File: src/rtl/pde_pkg.sv
package pde_pkg;
    localparam int COMP_W = 12;
    localparam int N_COMP = 3;
    localparam int PIX_W  = COMP_W * N_COMP;

    typedef enum logic [1:0] {
        LINK_HDMI = 2'd0,
        LINK_DP   = 2'd1,
        LINK_DPMS = 2'd2,
        LINK_OTH  = 2'd3
    } link_e;

    typedef enum logic [1:0] {
        DEP_8  = 2'd0,
        DEP_10 = 2'd1,
        DEP_12 = 2'd2,
        DEP_XX = 2'd3
    } depth_e;

    typedef struct packed {
        logic en;
        logic mode;  // 0: 10->12, 1: 8->12
    } xcfg_t;

    function automatic xcfg_t derive_cfg(link_e l, depth_e d);
        xcfg_t c;
        c.en   = 1'b0;
        c.mode = 1'b0;
        if (l != LINK_OTH) begin
            case (d)
                DEP_8:   begin c.en = 1'b1; c.mode = 1'b1; end
                DEP_10:  begin c.en = 1'b1; c.mode = 1'b0; end
                DEP_12:  begin c.en = 1'b1; c.mode = 1'b0; end
                default: begin c.en = 1'b0; c.mode = 1'b0; end
            endcase
        end
        return c;
    endfunction
endpackage

File: src/rtl/pde_cfg.sv
module pde_cfg
    import pde_pkg::*;
(
    input  logic [1:0] link_sel,
    input  logic [1:0] depth_sel,
    output xcfg_t      cfg
);
    always_comb cfg = derive_cfg(link_e'(link_sel), depth_e'(depth_sel));
endmodule

File: src/rtl/pde_lane.sv
module pde_lane
    import pde_pkg::*;
#(
    parameter int W = COMP_W
) (
    input  xcfg_t        cfg,
    input  logic [W-1:0] din,
    output logic [W-1:0] dout
);
    localparam int FILL8  = 4;
    localparam int FILL10 = 2;

    always_comb begin
        dout = din;
        if (cfg.en) begin
            if (cfg.mode)
                dout[FILL8-1:0] = din[W-1 -: FILL8];
            else
                dout[FILL10-1:0] = din[W-1 -: FILL10];
        end
    end
endmodule

File: src/rtl/pix_depth_expand.sv
module pix_depth_expand
    import pde_pkg::*;
(
    input  logic             clk,
    input  logic             rst,
    input  logic [1:0]       link_sel,
    input  logic [1:0]       depth_sel,
    input  logic             in_valid,
    input  logic [PIX_W-1:0] in_pix,
    output logic             out_valid,
    output logic [PIX_W-1:0] out_pix
);
    xcfg_t            cfg;
    logic [PIX_W-1:0] exp_pix;

    pde_cfg u_cfg (
        .link_sel  (link_sel),
        .depth_sel (depth_sel),
        .cfg       (cfg)
    );

    for (genvar i = 0; i < N_COMP; i++) begin : g_lane
        pde_lane #(.W(COMP_W)) u_lane (
            .cfg  (cfg),
            .din  (in_pix[i*COMP_W +: COMP_W]),
            .dout (exp_pix[i*COMP_W +: COMP_W])
        );
    end

    always_ff @(posedge clk) begin
        if (rst) begin
            out_valid <= 1'b0;
            out_pix   <= '0;
        end else begin
            out_valid <= in_valid;
            if (in_valid) out_pix <= exp_pix;
        end
    end
endmodule

File: config.mk
export PLATFORM = sky130hd
export DESIGN_NAME = pix_depth_expand
export DESIGN_NICKNAME = d
export VERILOG_FILES = /design/src/rtl/pde_pkg.sv /design/src/rtl/pde_cfg.sv /design/src/rtl/pde_lane.sv /design/src/rtl/pix_depth_expand.sv
export SDC_FILE = /design/constraint.sdc
export NUM_CORES = 1
export LEC_CHECK = 0
export BUFFER_PORTS_ARGS = -buffer_cell sky130_fd_sc_hd__buf_2
export CORE_ASPECT_RATIO = 2
export CORE_UTILIZATION = 23
export DETAILED_ROUTE_END_ITERATION = 8
export GPL_ROUTABILITY_DRIVEN = 0
export GPL_TIMING_DRIVEN = 0
export PLACE_DENSITY = 0.57
export SKIP_CTS_REPAIR_TIMING = 1
export SYNTH_ARGS = -nofsm -noshare
export SYNTH_HDL_FRONTEND = slang
export SYNTH_HIERARCHICAL = 1
export SYNTH_SLANG_ARGS = --single-unit
File: constraint.sdc
create_clock -name clk -period 2.7 [get_ports clk]
set_input_delay 0.54 -clock clk [delete_from_list [all_inputs] [get_ports clk]]
set_output_delay 0.54 -clock clk [all_outputs]
set_load 0.005 [all_outputs]
==> impl_metrics.json, run 1 <==
{
  "row_count": 44,
  "drc_errors": 0,
  "cts_tree": "built",
  "skew_ns": 0,
  "power_density_mw_per_mm2": 596,
  "timing.rr.end": "out_pix[17]$_SDFFE_PP0P_",
  "hpwl_mm": 3.39,
  "synth_top_area_share_pct": 42.2,
  "start_kind": "input pin",
  "wl_per_cell_um": 13.0,
  "die_h_um": 126,
  "synth_cells": 171,
  "dieArea_mm2": 0.00800,
  "r2r_cells": 2,
  "cts_root_buf": "clkbuf_16",
  "seq_area_frac_synth_pct": 42.2,
  "finalCritPeriodShare_pct": 80.7,
  "ff2ff_setup_slack_ns": 2.08,
  "grt_pass1_vias": 1440,
  "cp-startpoint": "link_sel[0]",
  "ant_nets": 0,
  "grt_pass1_wl_mm": 6.93,
  "die-width_um": 63.8,
  "wirelength_mm": 4.36,
  "initial_utilization_pct": 24.0,
  "rsz0062_at_grt": "false",
  "worst_ep_required_time_ns": 2.84,
  "use_met3_pct": 2.01,
  "clk_pin_slew_worst_paths_ns": 0.05,
  "holdWs_ns": 0.487,
  "crit_fanout": 9,
  "layout.cells.non_filler": 336,
  "placed_cell_area_mm2": 0.00220,
  "clock.fmax_mhz": 459,
  "critPathArrivalTime_ns": 2.32,
  "rr_startpoint": "out_pix[17]$_SDFFE_PP0P_",
  "maxSlewHeadroom_pct": 22.8,
  "final-setup-viol-count": 0,
  "drt_iter0_drc": 17,
  "dr.pass1.iters": 4,
  "clkLatencyLatePin_ns": 0.28,
  "grt.busiest_layer": "met2",
  "max-cap-violations": 0,
  "vias_per_cell": 4.15,
  "cts-buffers-inserted": 5,
  "gr-usage-met2_pct": 22.6,
  "synth_area_per_cell_um2": 10.3,
  "fin_area_mm2": 0.00234,
  "ioPinCount": 80,
  "use_met1_pct": 10.7,
  "drv_slew": 0,
  "critPathKind": "input pin to flip-flop",
  "yosysTopAreaCell": "dfxtp_1",
  "track_usage_pct": 11.6,
  "ys_types": 14,
  "end_kind": "flip-flop",
  "grt_start_max_net_pins": 11,
  "clockBufferDepth": 2,
  "antenna_cells": 0,
  "peakVddDrop_mv": 0.371,
  "utilization_pct": 32.0,
  "antenna_found_initial": 0,
  "io_buffers": 65,
  "finalHoldViolations": 0,
  "drive_above_1_share_pct": 46.3,
  "tightest_slew_ns": 1.16,
  "syn2layout_area_growth_pct": 33.7,
  "nNetsFinal": 287,
  "leakage_uw": 0.00122,
  "synthesis.nets": 214,
  "endpoint": "out_pix[14]$_SDFFE_PP0P_",
  "htreeDepth": 2,
  "synth_area_leaders": "dfxtp_1 (42%), mux2i_1 (24%), buf_4 (10%), nor2_1 (9.0%), mux2_4 (5.1%)",
  "vias": 1393,
  "syn-cell-area_mm2": 0.00175,
  "yosys_register_bits": 37,
  "grt_overflow": 0,
  "place_inst": 329,
  "cts_sinks": 37,
  "fillers": 777,
  "status": "complete, no violations",
  "yosys_warnings": 6,
  "fp.coreArea_mm2": 0.00732,
  "holdCritPathClass": "flip-flop to flip-flop",
  "fin_crit_ns": 2.18
}
## flip-flops by register name, summed over array words and instances, names as in the netlist
signal,count
out_pix,36
out_valid,1
## layer usage
| layer | vias up | share of wire [%] |
|---|---|---|
| met1 | 659 | 35 |
| met4 | 0 | 3.6 |
| met2 | 39 | 58 |
| met5 | - | 0 |
| li1 | 684 | - |
| met3 | 11 | 2.7 |
## through the flow
stage / TNS (ns) / power, uW / setup slack [ns]
5_1_grt: 0 / 1470 / 0.379
6_report: 0 / 1400 / 0.521
3_3_place_gp: -0.750 / 832 / -0.159
3_5_place_dp: 0 / 839 / 0.105
2_1_floorplan: 0 / 749 / 0.660
4_1_cts: 0 / 1430 / 0.398
## power by group
group          leakage [uW]  internal (uW)  total [uW]  switching [uW]
Combinational      0.000848            125         224            99.0
Sequential         0.000306            582         598            16.1
Clock             0.0000700            362         576             214
## kinds of logic (layout without fill, tap and decap cells)
family | Yosys count | after routing | synth area share, %
buf+inv | 32 | 105 | 15.4
mux | 48 | 48 | 29.1
simple gates | 46 | 46 | 10.4
flops | 37 | 37 | 42.2
compound gates | 8 | 8 | 2.85
## placed cells by master (no fill, tap or decap)
cell type,synthesis,routed
clkbuf_8,0,1
a211oi_2,1,1
buf_6,1,1
buf_4,24,25
buf_12,3,3
nor2_1,42,42
nor2b_1,1,1
a21oi_1,6,6
clkbuf_1,0,1
a22oi_1,1,1
nand2_2,3,3
dfxtp_1,37,37
mux2i_1,42,42
clkbuf_16,0,5
mux2_4,6,6
buf_2,3,68
buf_1,1,1
## cells in the mapped netlist
| cell type | n |
|---|---|
| buf_12 | 3 |
| buf_4 | 24 |
| mux2_4 | 6 |
| a22oi_1 | 1 |
| buf_2 | 3 |
| nor2b_1 | 1 |
| a211oi_2 | 1 |
| mux2i_1 | 42 |
| nand2_2 | 3 |
| a21oi_1 | 6 |
| buf_1 | 1 |
| dfxtp_1 | 37 |
| nor2_1 | 42 |
| buf_6 | 1 |
## worst min path at each step
stage / depth (start not counted) / to / start / slack (ns)
3_5_place_dp: 2 / out_pix[1]$_SDFFE_PP0P_ / out_pix[1]$_SDFFE_PP0P_ / 0.48
3_3_place_gp: 2 / out_pix[31]$_SDFFE_PP0P_ / out_pix[31]$_SDFFE_PP0P_ / 0.47
4_1_cts: 3 / out_pix[31]$_SDFFE_PP0P_ / in_pix[31] / 0.49
6_report: 2 / out_pix[28]$_SDFFE_PP0P_ / out_pix[28]$_SDFFE_PP0P_ / 0.49
2_1_floorplan: 2 / out_pix[10]$_SDFFE_PP0P_ / out_pix[10]$_SDFFE_PP0P_ / 0.48
5_1_grt: 3 / out_pix[29]$_SDFFE_PP0P_ / in_pix[29] / 0.51
## worst max-delay path, stage by stage
cell and delay, ns:
buf_2 0.11, a211oi_2 0.95, nand2_2 0.17, mux2_4 0.36, mux2i_1 0.13, nor2_1 0.06
## layout make-up
type | count | area, um^2 | area share (%)
multi-input combinational | 102 | 743 | 31.7
sequential | 37 | 741 | 31.6
timing repair buffer | 66 | 333 | 14.2
buffer | 32 | 270 | 11.5
clock buffer | 7 | 143 | 6.08
tap | 92 | 115 | 4.91
Power figures use the tool's default switching activity.
==> inputs of run 2 (changes only) <==
ABC_AREA = 1   (was unset)
PLACE_DENSITY = 0.56   (was 0.57)
clock period = 2.15 ns   (was 2.7 ns; I/O delays follow)
==> impl_metrics.json, run 2 <==
{
  "path_delay_family": "simple AND/OR/NAND/NOR gates",
  "holdPathStages": 2,
  "fin_area_mm2": 0.00260,
  "start_kind": "input pin",
  "crit_chain": "buf_2 -> nor2_1 -> nand2_1 -> inv_1 -> nand2_1 -> nand2_1 -> o21ai_1 -> inv_1 -> nand2_1 -> nand2_1 -> nor2_2",
  "placed_cell_area_mm2": 0.00246,
  "intPower_uw": 1350,
  "top_regs": "out_pix: 36 flops, out_valid: 1 flops",
  "rr_startpoint": "out_pix[1]$_SDFFE_PP0P_",
  "slowest_delay_ns": 0.30,
  "wl_per_cell_um": 9.95,
  "vias": 1931,
  "synthesis.nets": 368,
  "use_met1_pct": 11.2,
  "clock.fmax_mhz": 750,
  "timing.rr.end": "out_pix[1]$_SDFFE_PP0P_",
  "antenna_cells": 0,
  "end_kind": "flip-flop",
  "grt_overflow": 0,
  "maxSlewHeadroom_pct": 71.6,
  "r2r_cells": 2,
  "nNetsFinal": 441,
  "status": "complete, no violations",
  "drt_iter0_drc": 43,
  "drv_slew": 0,
  "cts-buffers-inserted": 5,
  "synth_area_leaders": "dfxtp_1 (37%), nand2_1 (20%), nor2_1 (13%), inv_1 (11%), buf_4 (10%)",
  "tightest_slew_ns": 0.425,
  "yosys_warnings": 6,
  "layout.cells.non_filler": 496,
  "vias_per_cell": 3.89,
  "antenna_found_initial": 0,
  "power_density_mw_per_mm2": 694,
  "initial_utilization_pct": 24.0,
  "synth_xor_area_share_pct": 0,
  "seq_area_frac_synth_pct": 36.9,
  "track_usage_pct": 11.7,
  "postSynth.asyncResetShare_pct": 0,
  "largest_reg_flops": 36,
  "drive_above_1_share_pct": 27.9,
  "p_switching_uw": 459,
  "synth_cells": 325,
  "yosysMostFrequentCell": "nand2_1",
  "synth_fa_ha_area_share_pct": 0,
  "path_common_cell": "nand2_1",
  "ant_nets": 0,
  "yosysTopAreaCell": "dfxtp_1",
  "fin_tns_setup_ns": 0,
  "grt.busiest_layer": "met2",
  "crit_fanout": 12,
  "fin_crit_ns": 1.33,
  "skew_ns": 0,
  "die-width_um": 68.0,
  "synth_compound_area_share_pct": 1.50,
  "ioPinCount": 80,
  "cts_root_buf": "clkbuf_16",
  "grt_start_max_net_pins": 13,
  "multiInputGateArea_um2": 754,
  "cts_tree": "built",
  "power_uw": 1810,
  "finalHoldViolations": 0,
  "peakVddDrop_mv": 0.344,
  "postSynth.topFlopCell": "dfxtp_1",
  "wirelength_mm": 4.94,
  "row_count": 47,
  "layout_common_cells": "nand2_1 (109), nor2_1 (71), buf_2 (66)",
  "place_inst": 489,
  "fillers": 974,
  "io_buffers": 66,
  "dr.pass1.iters": 4,
  "grt_pass1_vias": 1758,
  "clkLatencyLatePin_ns": 0.28,
  "critPathSlowestCell": "inv_1",
  "gr-usage-met2_pct": 21.8,
  "syn-cell-area_mm2": 0.00201,
  "min_to": "out_valid$_SDFF_PP0_",
  "synth_top_family_by_area": "simple AND/OR/NAND/NOR gates",
  "critPathKind": "input pin to flip-flop",
  "yosys_register_bits": 37,
  "muxShareOfSynthArea_pct": 0,
  "ff2ff_setup_slack_ns": 1.59,
  "final_common_cell": "nand2_1",
  "final-setup-viol-count": 0,
  "clk_pin_slew_worst_paths_ns": 0.06,
  "rsz0062_at_grt": "false",
  "dieArea_mm2": 0.00912,
  "fp.coreArea_mm2": 0.00835,
  "hpwl_mm": 3.89,
  "p_sw_share_pct": 25.4,
  "die_h_um": 134,
  "worst_ep_required_time_ns": 2.33,
  "critPathArrivalTime_ns": 1.51,
  "power_frac_comb_pct": 17.7,
  "synth_edf_count": 0,
  "grt_pass1_wl_mm": 7.79,
  "holdCritPathClass": "input pin to flip-flop",
  "use_met3_pct": 2.72,
  "synth_top_area_share_pct": 36.9,
  "power_frac_clock_pct": 40.3,
  "synth-simple-area-share_pct": 36.1,
  "seq_area_um2": 741,
  "power_frac_seq_pct": 42.0,
  "max-cap-violations": 0,
  "cts_sinks": 37,
  "synth_area_per_cell_um2": 6.17,
  "leakage_uw": 0.00161,
  "ys_top_cells_by_count": "nand2_1 (109), nor2_1 (71), inv_1 (57)",
  "hold_start": "rst",
  "top_register": "out_pix",
  "finalCritPeriodShare_pct": 62.1,
  "htreeDepth": 2,
  "drc_errors": 0,
  "syn2layout_area_growth_pct": 29.7,
  "ys_types": 10,
  "critPathBufInv": 3,
  "clockBufferDepth": 2
}
[run 2: cell count changes in the layout (fill, tap and decap cells not counted), moves of 6 or more]
cell and delta:
nand3_1 +6, buf_6 +7, a21oi_1 -6, inv_1 +57
o21ai_1 +6, mux2i_1 -42, mux2_4 -6, nor2_1 +29
nand2_1 +109
[run 2: through the flow]
step / worst slack (ns) / utilization [%] / hold WS (ns)
2_1_floorplan: 0.865 / - / 0.466
3_3_place_gp: 0.517 / 29.4 / 0.454
3_5_place_dp: 0.505 / 29.4 / 0.460
4_1_cts: 0.795 / 31.2 / 0.318
5_1_grt: 0.652 / 31.2 / 0.327
6_report: 0.816 / 31.2 / 0.327
[run 2: power groups by stage]
stage	Clock (uW)	Sequential [uW]	Combinational, uW
2_1_floorplan	0	779	202
3_3_place_gp	0	772	323
3_5_place_dp	0	773	327
4_1_cts	764	759	328
5_1_grt	788	764	367
6_report	728	758	319
[run 2: cells by family after synthesis]
family / Yosys count
compound gates: 6
simple gates: 189
flops: 37
buf+inv: 93
[run 2: cell type report]
cell class / instances / area share (%)
buffer: 35 / 11.3
tap: 98 / 4.71
multi-input combinational: 195 / 29.0
timing repair buffer: 66 / 12.7
sequential: 37 / 28.5
clock buffer: 7 / 5.48
inverter: 58 / 8.37
[run 2: worst max path at each step]
stage | start | to | slack (ns) | cells after the start
after global routing | depth_sel[0] | out_pix[0]$_SDFFE_PP0P_ | 0.65 | 12
final | depth_sel[0] | out_pix[2]$_SDFFE_PP0P_ | 0.82 | 11
after floorplan | depth_sel[0] | out_pix[2]$_SDFFE_PP0P_ | 0.87 | 10
after detailed placement | depth_sel[0] | out_pix[3]$_SDFFE_PP0P_ | 0.50 | 10
after CTS | depth_sel[0] | out_pix[3]$_SDFFE_PP0P_ | 0.80 | 10
after global placement | depth_sel[0] | out_pix[3]$_SDFFE_PP0P_ | 0.52 | 11
[run 2: per-layer routing]
layer / share of wire [%] / wire length (um)
met1: 38 / 1860
met2: 55 / 2690
met4: 2.1 / 106
met3: 5.5 / 270
met5: 0 / 0
[run 2: worst reg2reg max path: stages (launching register included)]
cell and delay (ns):
dfxtp_1 0.30, nor2_1 0.11, nor2_2 0.05
==> inputs of run 3 (changes only) <==
PLACE_DENSITY = 0.57   (was 0.56)
clock period = 1.2 ns   (was 2.15 ns; I/O delays follow)
==> impl_metrics.json, run 3 (synthesis gave the netlist of run 2 again) <==
{
  "path_delay_family": "buffers and inverters",
  "setup_slack_ns": 0.0963,
  "track_usage_pct": 11.7,
  "slowest_delay_ns": 0.21,
  "row_count": 47,
  "vias": 1989,
  "path_common_cell": "nand2_1",
  "rsz0062_at_grt": "false",
  "vias_per_cell": 3.96,
  "cts_root_buf": "clkbuf_16",
  "holdWs_ns": 0.135,
  "start_kind": "input pin",
  "top_regs": "out_pix: 36 flops, out_valid: 1 flops",
  "finalCritPeriodShare_pct": 92.0,
  "grt_pass1_vias": 1803,
  "critPathBufInv": 5,
  "nNetsFinal": 446,
  "crit_fanout": 5,
  "status": "complete, no violations",
  "grt_start_max_net_pins": 13,
  "skew_ns": 0,
  "finalHoldViolations": 0,
  "ant_nets": 0,
  "holdCritPathClass": "input pin to flip-flop",
  "cts_tree": "built",
  "antenna_cells": 0,
  "wirelength_mm": 5.21,
  "drt_iter0_drc": 43,
  "critPathArrivalTime_ns": 1.32,
  "drive_above_1_share_pct": 30.7,
  "largest_reg_flops": 36,
  "top_register": "out_pix",
  "dr.pass1.iters": 6,
  "end_kind": "flip-flop",
  "die-width_um": 68.0,
  "clkLatencyLatePin_ns": 0.28,
  "crit_chain": "buf_2 -> nand2_1 -> nand2_2 -> clkinvlp_4 -> buf_4 -> inv_1 -> nand2_1 -> nand2_1 -> inv_1 -> nand2_1 -> nand2_1 -> nor2_1",
  "final-setup-viol-count": 0,
  "critPathKind": "input pin to flip-flop",
  "max-cap-violations": 0,
  "critPathSlowestCell": "clkinvlp_4",
  "worst_ep_required_time_ns": 1.42,
  "drv_slew": 0,
  "drc_errors": 0,
  "clockBufferDepth": 2,
  "antenna_found_initial": 0,
  "io_buffers": 66,
  "wl_per_cell_um": 10.4,
  "maxSlewHeadroom_pct": 87.6,
  "fp.coreArea_mm2": 0.00835,
  "grt_overflow": 0,
  "grt_pass1_wl_mm": 7.85,
  "leakage_uw": 0.00162,
  "htreeDepth": 2,
  "clock.fmax_mhz": 906,
  "cts_sinks": 37,
  "final_common_cell": "nand2_1",
  "hpwl_mm": 3.91,
  "ioPinCount": 80,
  "tightest_slew_ns": 0.185,
  "initial_utilization_pct": 24.0,
  "syn2layout_area_growth_pct": 33.2,
  "cts-buffers-inserted": 5,
  "dieArea_mm2": 0.00912,
  "layout_common_cells": "nand2_1 (105), nor2_1 (71), buf_2 (66)",
  "fin_crit_ns": 1.10,
  "power_density_mw_per_mm2": 1250,
  "place_ws_ns": -0.274,
  "die_h_um": 134,
  "clk_pin_slew_worst_paths_ns": 0.06,
  "peakVddDrop_mv": 0.656
}
## run 3: changes by cell type in the layout (fill, tap and decap cells not counted)
cell        delta
nand2_2        +4
nand2_1        -4
clkinvlp_4     +4
clkbuf_8       +1
inv_1          -2
clkbuf_1       -1
buf_4          +3
clkinv_2       +1
## run 3: power breakdown
| group | internal, uW | switching (uW) |
|---|---|---|
| Combinational | 293 | 312 |
| Clock | 879 | 504 |
| Sequential | 1320 | 40.0 |
| Total | 2490 | 856 |
## run 3: final timing paths
kind	startpoint	to	slack [ns]	cells past startpoint
setup / recovery	link_sel[0]	out_pix[13]$_SDFFE_PP0P_	0.1	12
hold / removal	rst	out_valid$_SDFF_PP0_	0.14	2
setup reg to reg	out_pix[1]$_SDFFE_PP0P_	out_pix[1]$_SDFFE_PP0P_	0.61	2
hold reg to reg	out_pix[15]$_SDFFE_PP0P_	out_pix[15]$_SDFFE_PP0P_	0.46	2
## run 3: through the flow
| stage | utilization (%) | cells | power [uW] | instance area (um^2) | TNS [ns] |
|---|---|---|---|---|---|
| finish | 32.0 | 502 | 3350 | 2670 | 0 |
| CTS | 31.3 | 497 | 3400 | 2620 | 0 |
| detailed placement | 29.4 | 489 | 1970 | 2460 | -2.72 |
| global placement | 29.4 | 489 | 1960 | 2460 | -2.42 |
| global route | 32.0 | 502 | 3550 | 2670 | 0 |
| floorplan | - | 325 | 1760 | 2010 | 0 |
## run 3: routing by layer
| metal | vias up | global-route usage [%] | share of wire [%] |
|---|---|---|---|
| li1 | 1056 | - | - |
| met1 | 857 | 10.9 | 36 |
| met2 | 64 | 21.7 | 55 |
| met3 | 12 | 2.55 | 5.3 |
| met4 | 0 | 6.83 | 3.0 |
| met5 | - | 0 | 0 |
## run 3: cell type report
class | count | area, um^2
sequential | 37 | 741
tap | 98 | 123
clock buffer | 7 | 153
timing repair inverter | 2 | 15.0
timing repair buffer | 69 | 353
buffer | 35 | 293
multi-input combinational | 195 | 764
clock inverter | 1 | 5.00
inverter | 58 | 225
fill | 962 | 5680
